File: src/rtl/vrc_pkg.sv
package vrc_pkg;
  typedef enum logic [2:0] {
    ST_IDLE,
    ST_REC_INIT,
    ST_REC_RUN,
    ST_REC_FULL,
    ST_PLAY_INIT,
    ST_PLAY_RUN,
    ST_PLAY_DONE
  } vrc_state_e;

  typedef enum logic [1:0] {
    GRANT_NONE,
    GRANT_REC,
    GRANT_PLAY
  } vrc_grant_e;
endpackage

File: src/rtl/vrc_req_arb.sv
module vrc_req_arb
  import vrc_pkg::*;
(
  input  logic       rec_on,
  input  logic       play_on,
  input  logic       idle,
  output vrc_grant_e grant
);
  // record wins a tie; nothing is granted outside idle
  always_comb begin
    grant = GRANT_NONE;
    if (idle) begin
      if (rec_on)       grant = GRANT_REC;
      else if (play_on) grant = GRANT_PLAY;
    end
  end
endmodule

File: src/rtl/vrc_addr_ctr.sv
module vrc_addr_ctr #(
  parameter int ADDR_W = 14,
  parameter int DEPTH  = 16000
) (
  input  logic              clk,
  input  logic              rst_n,
  input  logic              clear,
  input  logic              step,
  input  logic              end_cap,
  output logic [ADDR_W-1:0] addr,
  output logic              at_last,
  output logic              at_end
);
  localparam logic [ADDR_W-1:0] LAST_ADDR = ADDR_W'(DEPTH - 1);

  logic [ADDR_W-1:0] end_mark;

  always_ff @(posedge clk or negedge rst_n) begin
    if (!rst_n) begin
      addr <= '0;
    end else if (clear) begin
      addr <= '0;
    end else if (step) begin
      addr <= addr + 1'b1;
    end
  end

  always_ff @(posedge clk or negedge rst_n) begin
    if (!rst_n) begin
      end_mark <= '0;
    end else if (end_cap) begin
      end_mark <= addr;
    end
  end

  assign at_last = (addr == LAST_ADDR);
  assign at_end  = (addr == end_mark);

  p_clear_r2: assert property (@(posedge clk) disable iff (!rst_n)
    clear |=> (addr == '0));
  p_step_r2: assert property (@(posedge clk) disable iff (!rst_n)
    (step && !clear) |=> (addr == $past(addr) + 1'b1));
  p_bound_r6: assert property (@(posedge clk) disable iff (!rst_n)
    addr <= LAST_ADDR);
endmodule

File: src/rtl/vrc_seq.sv
module vrc_seq
  import vrc_pkg::*;
(
  input  logic       clk,
  input  logic       rst_n,
  input  logic       rec_on,
  input  logic       play_on,
  input  vrc_grant_e grant,
  input  logic       at_last,
  input  logic       at_end,
  output logic       idle,
  output logic       addr_clr,
  output logic       addr_step,
  output logic       end_cap,
  output logic       enc_en,
  output logic       enc_rst,
  output logic       dec_en,
  output logic       dec_rst,
  output logic       ram_cs,
  output logic       ram_we
);
  vrc_state_e state, state_nx;

  always_ff @(posedge clk or negedge rst_n) begin
    if (!rst_n) state <= ST_IDLE;
    else        state <= state_nx;
  end

  always_comb begin
    state_nx = state;
    unique case (state)
      ST_IDLE: begin
        if (grant == GRANT_REC)       state_nx = ST_REC_INIT;
        else if (grant == GRANT_PLAY) state_nx = ST_PLAY_INIT;
      end
      ST_REC_INIT:  state_nx = rec_on ? ST_REC_RUN : ST_IDLE;
      ST_REC_RUN: begin
        if (!rec_on)     state_nx = ST_IDLE;
        else if (at_last) state_nx = ST_REC_FULL;
      end
      ST_REC_FULL:  if (!rec_on) state_nx = ST_IDLE;
      ST_PLAY_INIT: state_nx = play_on ? ST_PLAY_RUN : ST_IDLE;
      ST_PLAY_RUN: begin
        if (!play_on)    state_nx = ST_IDLE;
        else if (at_end) state_nx = ST_PLAY_DONE;
      end
      ST_PLAY_DONE: if (!play_on) state_nx = ST_IDLE;
      default:      state_nx = ST_IDLE;
    endcase
  end

  assign idle      = (state == ST_IDLE);
  assign addr_clr  = idle && (grant != GRANT_NONE);
  assign addr_step = ((state == ST_REC_RUN)  && rec_on  && !at_last) ||
                     ((state == ST_PLAY_RUN) && play_on && !at_end);
  assign end_cap   = (state == ST_REC_RUN) && (!rec_on || at_last);

  assign enc_en  = (state == ST_REC_RUN);
  assign enc_rst = (state == ST_REC_INIT);
  assign dec_en  = (state == ST_PLAY_RUN);
  assign dec_rst = (state == ST_PLAY_INIT);
  assign ram_cs  = (state == ST_REC_RUN) || (state == ST_PLAY_RUN);
  assign ram_we  = (state == ST_REC_RUN);

  p_enc_pulse_r2: assert property (@(posedge clk) disable iff (!rst_n)
    enc_rst |=> !enc_rst);
  p_dec_pulse_r7: assert property (@(posedge clk) disable iff (!rst_n)
    dec_rst |=> !dec_rst);
  p_rec_prio_r3: assert property (@(posedge clk) disable iff (!rst_n)
    (idle && rec_on) |=> enc_rst);
  p_busy_holds_r4: assert property (@(posedge clk) disable iff (!rst_n)
    (enc_en && rec_on) |=> !dec_en && !dec_rst);
  p_full_stop_r6: assert property (@(posedge clk) disable iff (!rst_n)
    (enc_en && rec_on && at_last) |=> !ram_cs);
  p_end_stop_r8: assert property (@(posedge clk) disable iff (!rst_n)
    (dec_en && play_on && at_end) |=> !ram_cs);
  p_play_release_r9: assert property (@(posedge clk) disable iff (!rst_n)
    (dec_en && !play_on) |=> !dec_en);
endmodule

File: src/rtl/voice_rec_ctrl.sv
module voice_rec_ctrl #(
  parameter int ADDR_W  = 14,
  parameter int RATE_HZ = 8000,
  parameter int REC_SEC = 2
) (
  input  logic              clk_8k,
  input  logic              rst_n,
  input  logic              rec_req_n,
  input  logic              play_req_n,
  output logic              enc_en,
  output logic              enc_rst,
  output logic              dec_en,
  output logic              dec_rst,
  output logic              ram_cs,
  output logic              ram_we,
  output logic [ADDR_W-1:0] ram_addr
);
  import vrc_pkg::*;

  localparam int DEPTH = RATE_HZ * REC_SEC;

  logic       rec_on, play_on, idle;
  logic       addr_clr, addr_step, end_cap, at_last, at_end;
  vrc_grant_e grant;

  assign rec_on  = !rec_req_n;
  assign play_on = !play_req_n;

  vrc_req_arb u_arb (
    .rec_on  (rec_on),
    .play_on (play_on),
    .idle    (idle),
    .grant   (grant)
  );

  vrc_seq u_seq (
    .clk       (clk_8k),
    .rst_n     (rst_n),
    .rec_on    (rec_on),
    .play_on   (play_on),
    .grant     (grant),
    .at_last   (at_last),
    .at_end    (at_end),
    .idle      (idle),
    .addr_clr  (addr_clr),
    .addr_step (addr_step),
    .end_cap   (end_cap),
    .enc_en    (enc_en),
    .enc_rst   (enc_rst),
    .dec_en    (dec_en),
    .dec_rst   (dec_rst),
    .ram_cs    (ram_cs),
    .ram_we    (ram_we)
  );

  vrc_addr_ctr #(
    .ADDR_W (ADDR_W),
    .DEPTH  (DEPTH)
  ) u_addr (
    .clk     (clk_8k),
    .rst_n   (rst_n),
    .clear   (addr_clr),
    .step    (addr_step),
    .end_cap (end_cap),
    .addr    (ram_addr),
    .at_last (at_last),
    .at_end  (at_end)
  );

  p_excl_r3: assert property (@(posedge clk_8k) disable iff (!rst_n)
    $onehot0({enc_en, dec_en}));
  p_we_cs_r11: assert property (@(posedge clk_8k) disable iff (!rst_n)
    ram_we |-> ram_cs);
  p_rec_release_r5: assert property (@(posedge clk_8k) disable iff (!rst_n)
    (enc_en && !rec_on) |=> (!ram_cs && $stable(ram_addr)));
endmodule

File: config.mk
export PLATFORM = sky130hd
export DESIGN_NAME = voice_rec_ctrl
export DESIGN_NICKNAME = d
export VERILOG_FILES = /design/src/rtl/vrc_pkg.sv /design/src/rtl/vrc_req_arb.sv /design/src/rtl/vrc_addr_ctr.sv /design/src/rtl/vrc_seq.sv /design/src/rtl/voice_rec_ctrl.sv
export SDC_FILE = /design/constraint.sdc
export NUM_CORES = 1
export LEC_CHECK = 0
export BUFFER_PORTS_ARGS = -buffer_cell sky130_fd_sc_hd__buf_2
export CELL_PAD_IN_SITES_DETAIL_PLACEMENT = 0
export CELL_PAD_IN_SITES_GLOBAL_PLACEMENT = 2
export CORE_ASPECT_RATIO = 0.75
export CORE_MARGIN = 5
export CORE_UTILIZATION = 35
export CTS_BUF_LIST = sky130_fd_sc_hd__clkbuf_8
export CTS_CLUSTER_SIZE = 40
export DETAILED_ROUTE_END_ITERATION = 12
export GPL_TIMING_DRIVEN = 0
export PLACE_DENSITY = 0.87
export SETUP_SLACK_MARGIN = 0.4
export SKIP_CTS_REPAIR_TIMING = 1
export SLEW_MARGIN = 5
export SYNTH_ARGS = -nofsm -noshare
export SYNTH_HDL_FRONTEND = slang
export SYNTH_HIERARCHICAL = 1
export SYNTH_SLANG_ARGS = --single-unit
File: constraint.sdc
create_clock -name clk_8k -period 2.5 [get_ports clk_8k]
set_input_delay 0.125 -clock clk_8k [delete_from_list [all_inputs] [get_ports clk_8k]]
set_output_delay 0.125 -clock clk_8k [all_outputs]
set_load 0.005 [all_outputs]
==> reports/qor.txt, run 1 <==
Status -> finished with violations
Violations in the final reports -> negative setup slack
Largest fanout on the critical path -> 5
Path type of the worst min-delay path -> primary input to flop
Cell area after placement -> 2110 µm²
Placement row count -> 22
Share of power burned in the clock network -> 25.8%
Final HPWL DP -> 2.85 mm
Number of max-slew violations in the final report -> 0
Synthesized area per cell -> 10.6 µm²
Wire length of the first global-routing pass -> 6.79 mm
Critical Path Source Type -> flop
Number of storage elements in the synthesis netlist -> 31
Leakage power summed over all cells -> 1.17 nW
Power density of the placed cells -> 741 nW/µm²
Required time at the endpoint of the critical path -> 2.66 ns
Die Y-Extent -> 72.8 µm
Routed wire length per instance -> 15.1 µm
Reg-to-Reg Start -> u_addr/addr[9]$_DFFE_PN0P_
Portion of the post-synthesis area used by sequential elements -> 42.1%
Die Wd -> 93.7 µm
Start point of the worst hold path -> play_req_n
Sequential share of power -> 32.4%
GP Congestion -> 0.756
GRT Residual Overflow -> 0
Initial antenna violation count -> 0
Clock skew after layout -> 0.0115 ns
Top Usage Layer GRT -> met1
Filler cells -> 456
Tot GR Track Use -> 12.9%
Clk pin slew, worst setup/hold paths -> 0.06 ns
Number of cells on the worst hold path -> 4
Area taken by multi-input logic gates -> 1050 µm²
Reg2reg path depth -> 10
Least-Margin Pin Slew -> 0.712 ns
Number of buffers created by CTS -> 5
Violation count after the first detailed-routing iteration -> 85
Final cycle utilization of the critical path -> 104%
Latest clock arrival within the worst-skew pair -> 0.28 ns
Number of buffers on the longest clock path -> 2
Synthesized instance count -> 174
CP max stage delay -> 0.60 ns
Slack of the critical path -> -0.0919 ns
Share of total power in combinational logic -> 41.8%
Internal cell power -> 1.23 mW
Setup repair after global routing missed its margin -> yes
Relative slew slack -> 52.6%
Initial Util -> 36.9%
Layout area overhead -> 34.7%
Met2 layer usage reported by global route -> 17.5%
Total core area -> 4980 µm²
Antenna diodes -> 0
Critical path startpoint -> u_addr/addr[9]$_DFFE_PN0P_
Post-synth net total -> 179
WL final -> 4.45 mm
Root Driver -> sky130_fd_sc_hd__clkbuf_8
Syn Std Cell Area -> 1840 µm²
Sequential cell area -> 782 µm²
WP data arrival -> 2.76 ns
Min Clock Period, post-route -> 2.59 ns
Worst setup EP type -> flop
Peak clock frequency supported by timing -> 0.386 GHz
Library cells used by synthesis -> 40
Yosys warning count -> 6
Global-route met3 utilization -> 3.51%
Largest net degree at the start of global routing -> 32
Via count -> 1,454
DRC errors left -> 0
H-tree levels -> 2
Power dissipated by switching net loads -> 609 µW
Crit Path Category -> flop to flop
Number of optimization iterations in the first detailed-route pass -> 4
Number of primary I/O pins -> 24
Share of post-route cells with drive strength above 1 -> 45.9%
Cell with the biggest individual delay on the critical path -> sky130_fd_sc_hd__or4b_4
Number of setup violations in the final report -> 7
Number of port buffers -> 23
Clk sinks -> 31
Crit-path cells -> buf_6 -> nand4_1 -> or4b_4 -> nor3_4 -> nor4b_2 -> a21o_1 -> buf_8 -> o211ai_4 -> nor4_1 -> mux2_2
Pre-CTS worst setup slack -> -0.141 ns
Core occupancy in the finished layout -> 49.8%
Residual antenna-violating net count after detailed routing -> 0
TritonCTS clock tree -> done
Switching portion of total power -> 33.1%
Total Die Area -> 6820 µm²
Number of failing hold endpoints at the final stage -> 0
Design Power -> 1.84 mW
Final standard cell area without fillers -> 2480 µm²
Number of global-route vias before repair -> 1,307
Maximum vdd ir drop -> 0.000417 V
Number of nets at the end of the flow -> 226
Met1 capacity usage during global routing -> 19.5%
Max Cap Violations -> 0
Post-DR vias/cell -> 4.95
==> cell usage in the layout, fill, tap and decap left out, drive strengths merged <==
cell type	count
or4b	1
nor3b	1
o21a	2
nor4	6
xnor2	16
and3b	1
nand4	8
and2b	1
o22ai	1
nor2	14
a21oi	7
buf	46
a21o	1
nor2b	5
o21ai	3
nand3	3
nand4b	1
a22o	1
and2	1
nor3	2
nand2b	1
o31ai	3
or4	3
clkbuf	11
or3	1
inv	10
dfrtp	31
a32oi	1
dlygate4sd3	1
nand2	11
mux2i	1
nor4b	1
o211ai	2
ha	1
bufinv	1
or3b	1
xor2	2
mux2	19
==> state kept, by name (all words and copies together) (netlist names) <==
signal,count
u_addr/end_mark,14
u_seq/state,3
u_addr/addr,14
==> routing by layer <==
| layer | up-vias | routed length (µm) |
|---|---|---|
| met1 | 712 | 2270 |
| li1 | 706 | - |
| met3 | 8 | 143 |
| met4 | 0 | 45 |
| met5 | - | 0 |
| met2 | 28 | 1990 |
==> worst paths after layout <==
| path | end | slack (ns) |
|---|---|---|
| worst max-delay path | u_addr/addr[9]$_DFFE_PN0P_ | -0.09 |
| worst min-delay path | u_seq/state[2]$_DFFE_PN0P_ | 0.25 |
| worst max register to register | u_addr/addr[9]$_DFFE_PN0P_ | -0.09 |
| worst min register to register | u_addr/end_mark[10]$_DFFE_PN0P_ | 0.53 |
| max in group asynchronous | u_addr/addr[10]$_DFFE_PN0P_ | 1.56 |
| min in group asynchronous | u_addr/end_mark[5]$_DFFE_PN0P_ | 0.43 |
==> cells by family (layout without fill, tap and decap cells) <==
group | count (synthesis) | after routing | share of synthesized area (%)
AOI/OAI and AO/OA | 21 | 21 | 7.55
buffers and inverters | 21 | 69 | 8.91
and+or+nand+nor | 62 | 62 | 20.0
DFF | 31 | 31 | 42.1
adders and majority gates | 1 | 1 | 0.680
xor gates and xnor gates | 18 | 18 | 8.57
muxes | 20 | 20 | 12.2
==> synth_stat cells, drive strengths merged <==
cell    instances  area (µm²)
a21o            1        7.51
a21oi           7        35.0
a22o            1        8.76
a32oi           1        8.76
and2            1        7.51
and2b           1        8.76
and3b           1        8.76
buf             7        51.3
clkbuf          6        82.6
dfrtp          31         776
ha              1        12.5
inv             8        30.0
mux2           19         214
mux2i           1        10.0
nand2          11        41.3
nand2b          1        13.8
nand3           3        27.5
nand4           8        50.1
nand4b          1        8.76
nor2           14        52.6
nor2b           5        31.3
nor3            2        10.0
nor3b           1        7.51
nor4            6        37.5
nor4b           1        15.0
o211ai          2        20.0
o21a            2        15.0
o21ai           3        15.0
o22ai           1        6.26
o31ai           3        22.5
or3             1        6.26
or3b            1        8.76
or4             3        22.5
or4b            1        10.0
xnor2          16         140
xor2            2        17.5
==> power by group through the flow <==
stage               logic, mW  registers (mW)  clock network, mW
finish                  0.768           0.595              0.475
CTS                     0.634           0.603              0.489
global route            0.846           0.601              0.503
floorplan               0.474           0.603                  0
detailed placement      0.631           0.612                  0
global placement        0.633           0.608                  0
==> area by class of cell <==
type / count / share of cell area, %
inverter: 8 / 1.21
timing repair buffer: 40 / 11.0
tap: 72 / 3.63
clock buffer: 5 / 2.77
sequential: 31 / 31.5
buffer: 13 / 6.10
clock inverter: 3 / 1.51
multi-input combinational: 122 / 42.2
==> worst max-delay path, delay by kind of cell (launching register included) <==
| kind | cells | cell delay (ns) |
|---|---|---|
| mux | 1 | 0.29 |
| simple gates | 5 | 1.11 |
| flops | 1 | 0.35 |
| compound gates | 2 | 0.47 |
| buf+inv | 2 | 0.26 |
==> metrics by stage <==
step / std cells / setup TNS (ns) / hold WS [ns]
6_report: 294 / -0.304 / 0.253
5_1_grt: 294 / -1.40 / 0.271
4_1_cts: 277 / -0.548 / -0.0853
3_5_place_dp: 269 / -0.474 / 0.218
3_3_place_gp: 269 / -0.319 / 0.221
2_1_floorplan: 174 / 0 / -0.171
No activity file was read; power rests on OpenSTA's default activity.
==> run 2, diff against run 1 <==
GPL_ROUTABILITY_DRIVEN = 1   (was not set)
RECOVER_POWER = 100   (was not set)
==> run 2 against run 1 <==
The flow still finishes with violations (negative setup slack). Cell area down 0.10%. Sequential share of layout area about the same. Non-clock buffer count unchanged. Register-to-register slack about the same. Core utilization down 0.050 points. Clock power about the same. Routed wire length about the same. First-iteration DRC count unchanged. Count of clock-buffer cells in the layout unchanged. Fmax about the same. Largest power group unchanged. Highest routed layer unchanged.
==> reports/qor.txt, run 2 (synthesized netlist as in run 1, its figures left out) <==
Status -> finished with violations
Violations in the final reports -> negative setup slack
Met1 capacity usage during global routing -> 19.5%
TritonCTS clock tree -> done
Total core area -> 4980 µm²
Clock skew after layout -> 0.0115 ns
Slack of the critical path -> -0.0919 ns
Number of global-route vias before repair -> 1,307
Residual antenna-violating net count after detailed routing -> 0
Global-route met3 utilization -> 3.51%
Largest fanout on the critical path -> 5
Internal cell power -> 1.23 mW
Die Wd -> 93.7 µm
Number of setup violations in the final report -> 7
Leakage power summed over all cells -> 1.17 nW
Largest net degree at the start of global routing -> 32
Min Clock Period, post-route -> 2.59 ns
Via count -> 1,454
Peak clock frequency supported by timing -> 0.386 GHz
Number of primary I/O pins -> 24
Filler cells -> 457
Routed wire length per instance -> 15.1 µm
Post-DR vias/cell -> 4.95
Layout area overhead -> 34.6%
Worst-case hold slack -> 0.253 ns
Number of port buffers -> 23
Share of total power in combinational logic -> 41.8%
Most common cell after layout, fill and taps aside -> sky130_fd_sc_hd__dfrtp_1
Placement row count -> 22
Clk sinks -> 31
Power dissipated by switching net loads -> 609 µW
Number of failing hold endpoints at the final stage -> 0
Sequential share of power -> 32.3%
Wire length of the first global-routing pass -> 6.79 mm
Crit Path Category -> flop to flop
Cell area after placement -> 2110 µm²
Max Cap Violations -> 0
Latest clock arrival within the worst-skew pair -> 0.28 ns
Largest regs -> u_addr/addr: 14 flops, u_addr/end_mark: 14 flops, u_seq/state: 3 flops
Switching portion of total power -> 33.2%
Number of max-slew violations in the final report -> 0
Commonest non-fill, non-tap cells in the layout -> 27 x sky130_fd_sc_hd__dfrtp_1, 22 x sky130_fd_sc_hd__buf_2, 16 x sky130_fd_sc_hd__buf_4, 15 x sky130_fd_sc_hd__xnor2_1, 14 x sky130_fd_sc_hd__nor2_1
Critical Path Source Type -> flop
Required time at the endpoint of the critical path -> 2.66 ns
Total Die Area -> 6820 µm²
Initial antenna violation count -> 0
Tot GR Track Use -> 12.9%
Clk pin slew, worst setup/hold paths -> 0.06 ns
Worst setup EP type -> flop
Number of buffers created by CTS -> 5
Maximum vdd ir drop -> 0.000417 V
Share of power burned in the clock network -> 25.9%
Number of optimization iterations in the first detailed-route pass -> 4
GRT Residual Overflow -> 0
Relative slew slack -> 52.6%
Final HPWL DP -> 2.85 mm
Setup repair after global routing missed its margin -> yes
Number of buffers on the longest clock path -> 2
Power density of the placed cells -> 741 nW/µm²
Path type of the worst min-delay path -> primary input to flop
Initial Util -> 36.9%
Met2 layer usage reported by global route -> 17.5%
Least-Margin Pin Slew -> 0.712 ns
Share of post-route cells with drive strength above 1 -> 45.0%
Final standard cell area without fillers -> 2480 µm²
H-tree levels -> 2
GP Congestion -> 0.756
Number of nets at the end of the flow -> 226
Top Usage Layer GRT -> met1
DRC errors left -> 0
Root Driver -> sky130_fd_sc_hd__clkbuf_8
WP data arrival -> 2.76 ns
Final cycle utilization of the critical path -> 104%
WL final -> 4.45 mm
Antenna diodes -> 0
Die Y-Extent -> 72.8 µm
Violation count after the first detailed-routing iteration -> 85
[run 2: cell types whose count changed in the layout (fill, tap and decap cells not counted), sizes merged]
cell and change:
buf -1, clkbuf +1
[run 2: path summary, 6_finish.rpt]
path	start	end	slack [ns]	cells past startpoint
setup / recovery	u_addr/addr[9]$_DFFE_PN0P_	u_addr/addr[9]$_DFFE_PN0P_	-0.09	10
hold / removal	play_req_n	u_seq/state[2]$_DFFE_PN0P_	0.25	4
setup reg to reg	u_addr/addr[9]$_DFFE_PN0P_	u_addr/addr[9]$_DFFE_PN0P_	-0.09	10
hold reg to reg	u_addr/end_mark[10]$_DFFE_PN0P_	u_addr/end_mark[10]$_DFFE_PN0P_	0.53	1
max in group asynchronous	rst_n	u_addr/addr[10]$_DFFE_PN0P_	1.56	2
min in group asynchronous	rst_n	u_addr/end_mark[5]$_DFFE_PN0P_	0.43	2
[run 2: final cells by class]
| cell class | count | area, µm² | share of cell area, % |
|---|---|---|---|
| Timing Repair Buffer | 40 | 273 | 11.0 |
| Sequential cell | 31 | 781 | 31.5 |
| Tap cell | 72 | 90.1 | 3.64 |
| Buffer | 13 | 151 | 6.11 |
| Clock inverter | 3 | 37.5 | 1.52 |
| Multi-Input combinational cell | 122 | 1050 | 42.2 |
| Clock buffer | 5 | 68.8 | 2.78 |
| Inverter | 8 | 30.0 | 1.21 |
[run 2: per-layer routing]
| metal | vias up | share of wire, % |
|---|---|---|
| met5 | - | 0 |
| met4 | 0 | 1.0 |
| met3 | 8 | 3.2 |
| met2 | 28 | 45 |
| met1 | 712 | 51 |
| li1 | 706 | - |
[run 2: worst max-delay path, cell delays in order (launching register included)]
cell and delay, ns:
sky130_fd_sc_hd__dfrtp_1 0.35, sky130_fd_sc_hd__buf_6 0.12, sky130_fd_sc_hd__nand4_1 0.19, sky130_fd_sc_hd__or4b_4 0.60, sky130_fd_sc_hd__nor3_4 0.15, sky130_fd_sc_hd__nor4b_2 0.07
sky130_fd_sc_hd__a21o_1 0.18, sky130_fd_sc_hd__buf_8 0.14, sky130_fd_sc_hd__o211ai_4 0.29, sky130_fd_sc_hd__nor4_1 0.10, sky130_fd_sc_hd__mux2_2 0.29
[run 2: through the flow]
step / power [mW] / util [%] / setup TNS, ns / worst slack, ns / cells
2_1_floorplan: 1.08 / - / 0 / 0.194 / 174
3_3_place_gp: 1.24 / 42.4 / -0.319 / -0.146 / 269
3_5_place_dp: 1.24 / 42.4 / -0.474 / -0.141 / 269
4_1_cts: 1.73 / 44.5 / -0.548 / -0.160 / 277
5_1_grt: 1.95 / 49.7 / -1.40 / -0.177 / 294
6_report: 1.84 / 49.7 / -0.304 / -0.0919 / 294
[run 2: power by group through the flow]
stage                     logic (mW)  clock network, mW  registers [mW]
final                          0.767              0.475           0.594
after global routing           0.846              0.503           0.600
after CTS                      0.634              0.489           0.603
after detailed placement       0.631                  0           0.612
after global placement         0.633                  0           0.608
after floorplan                0.474                  0           0.603
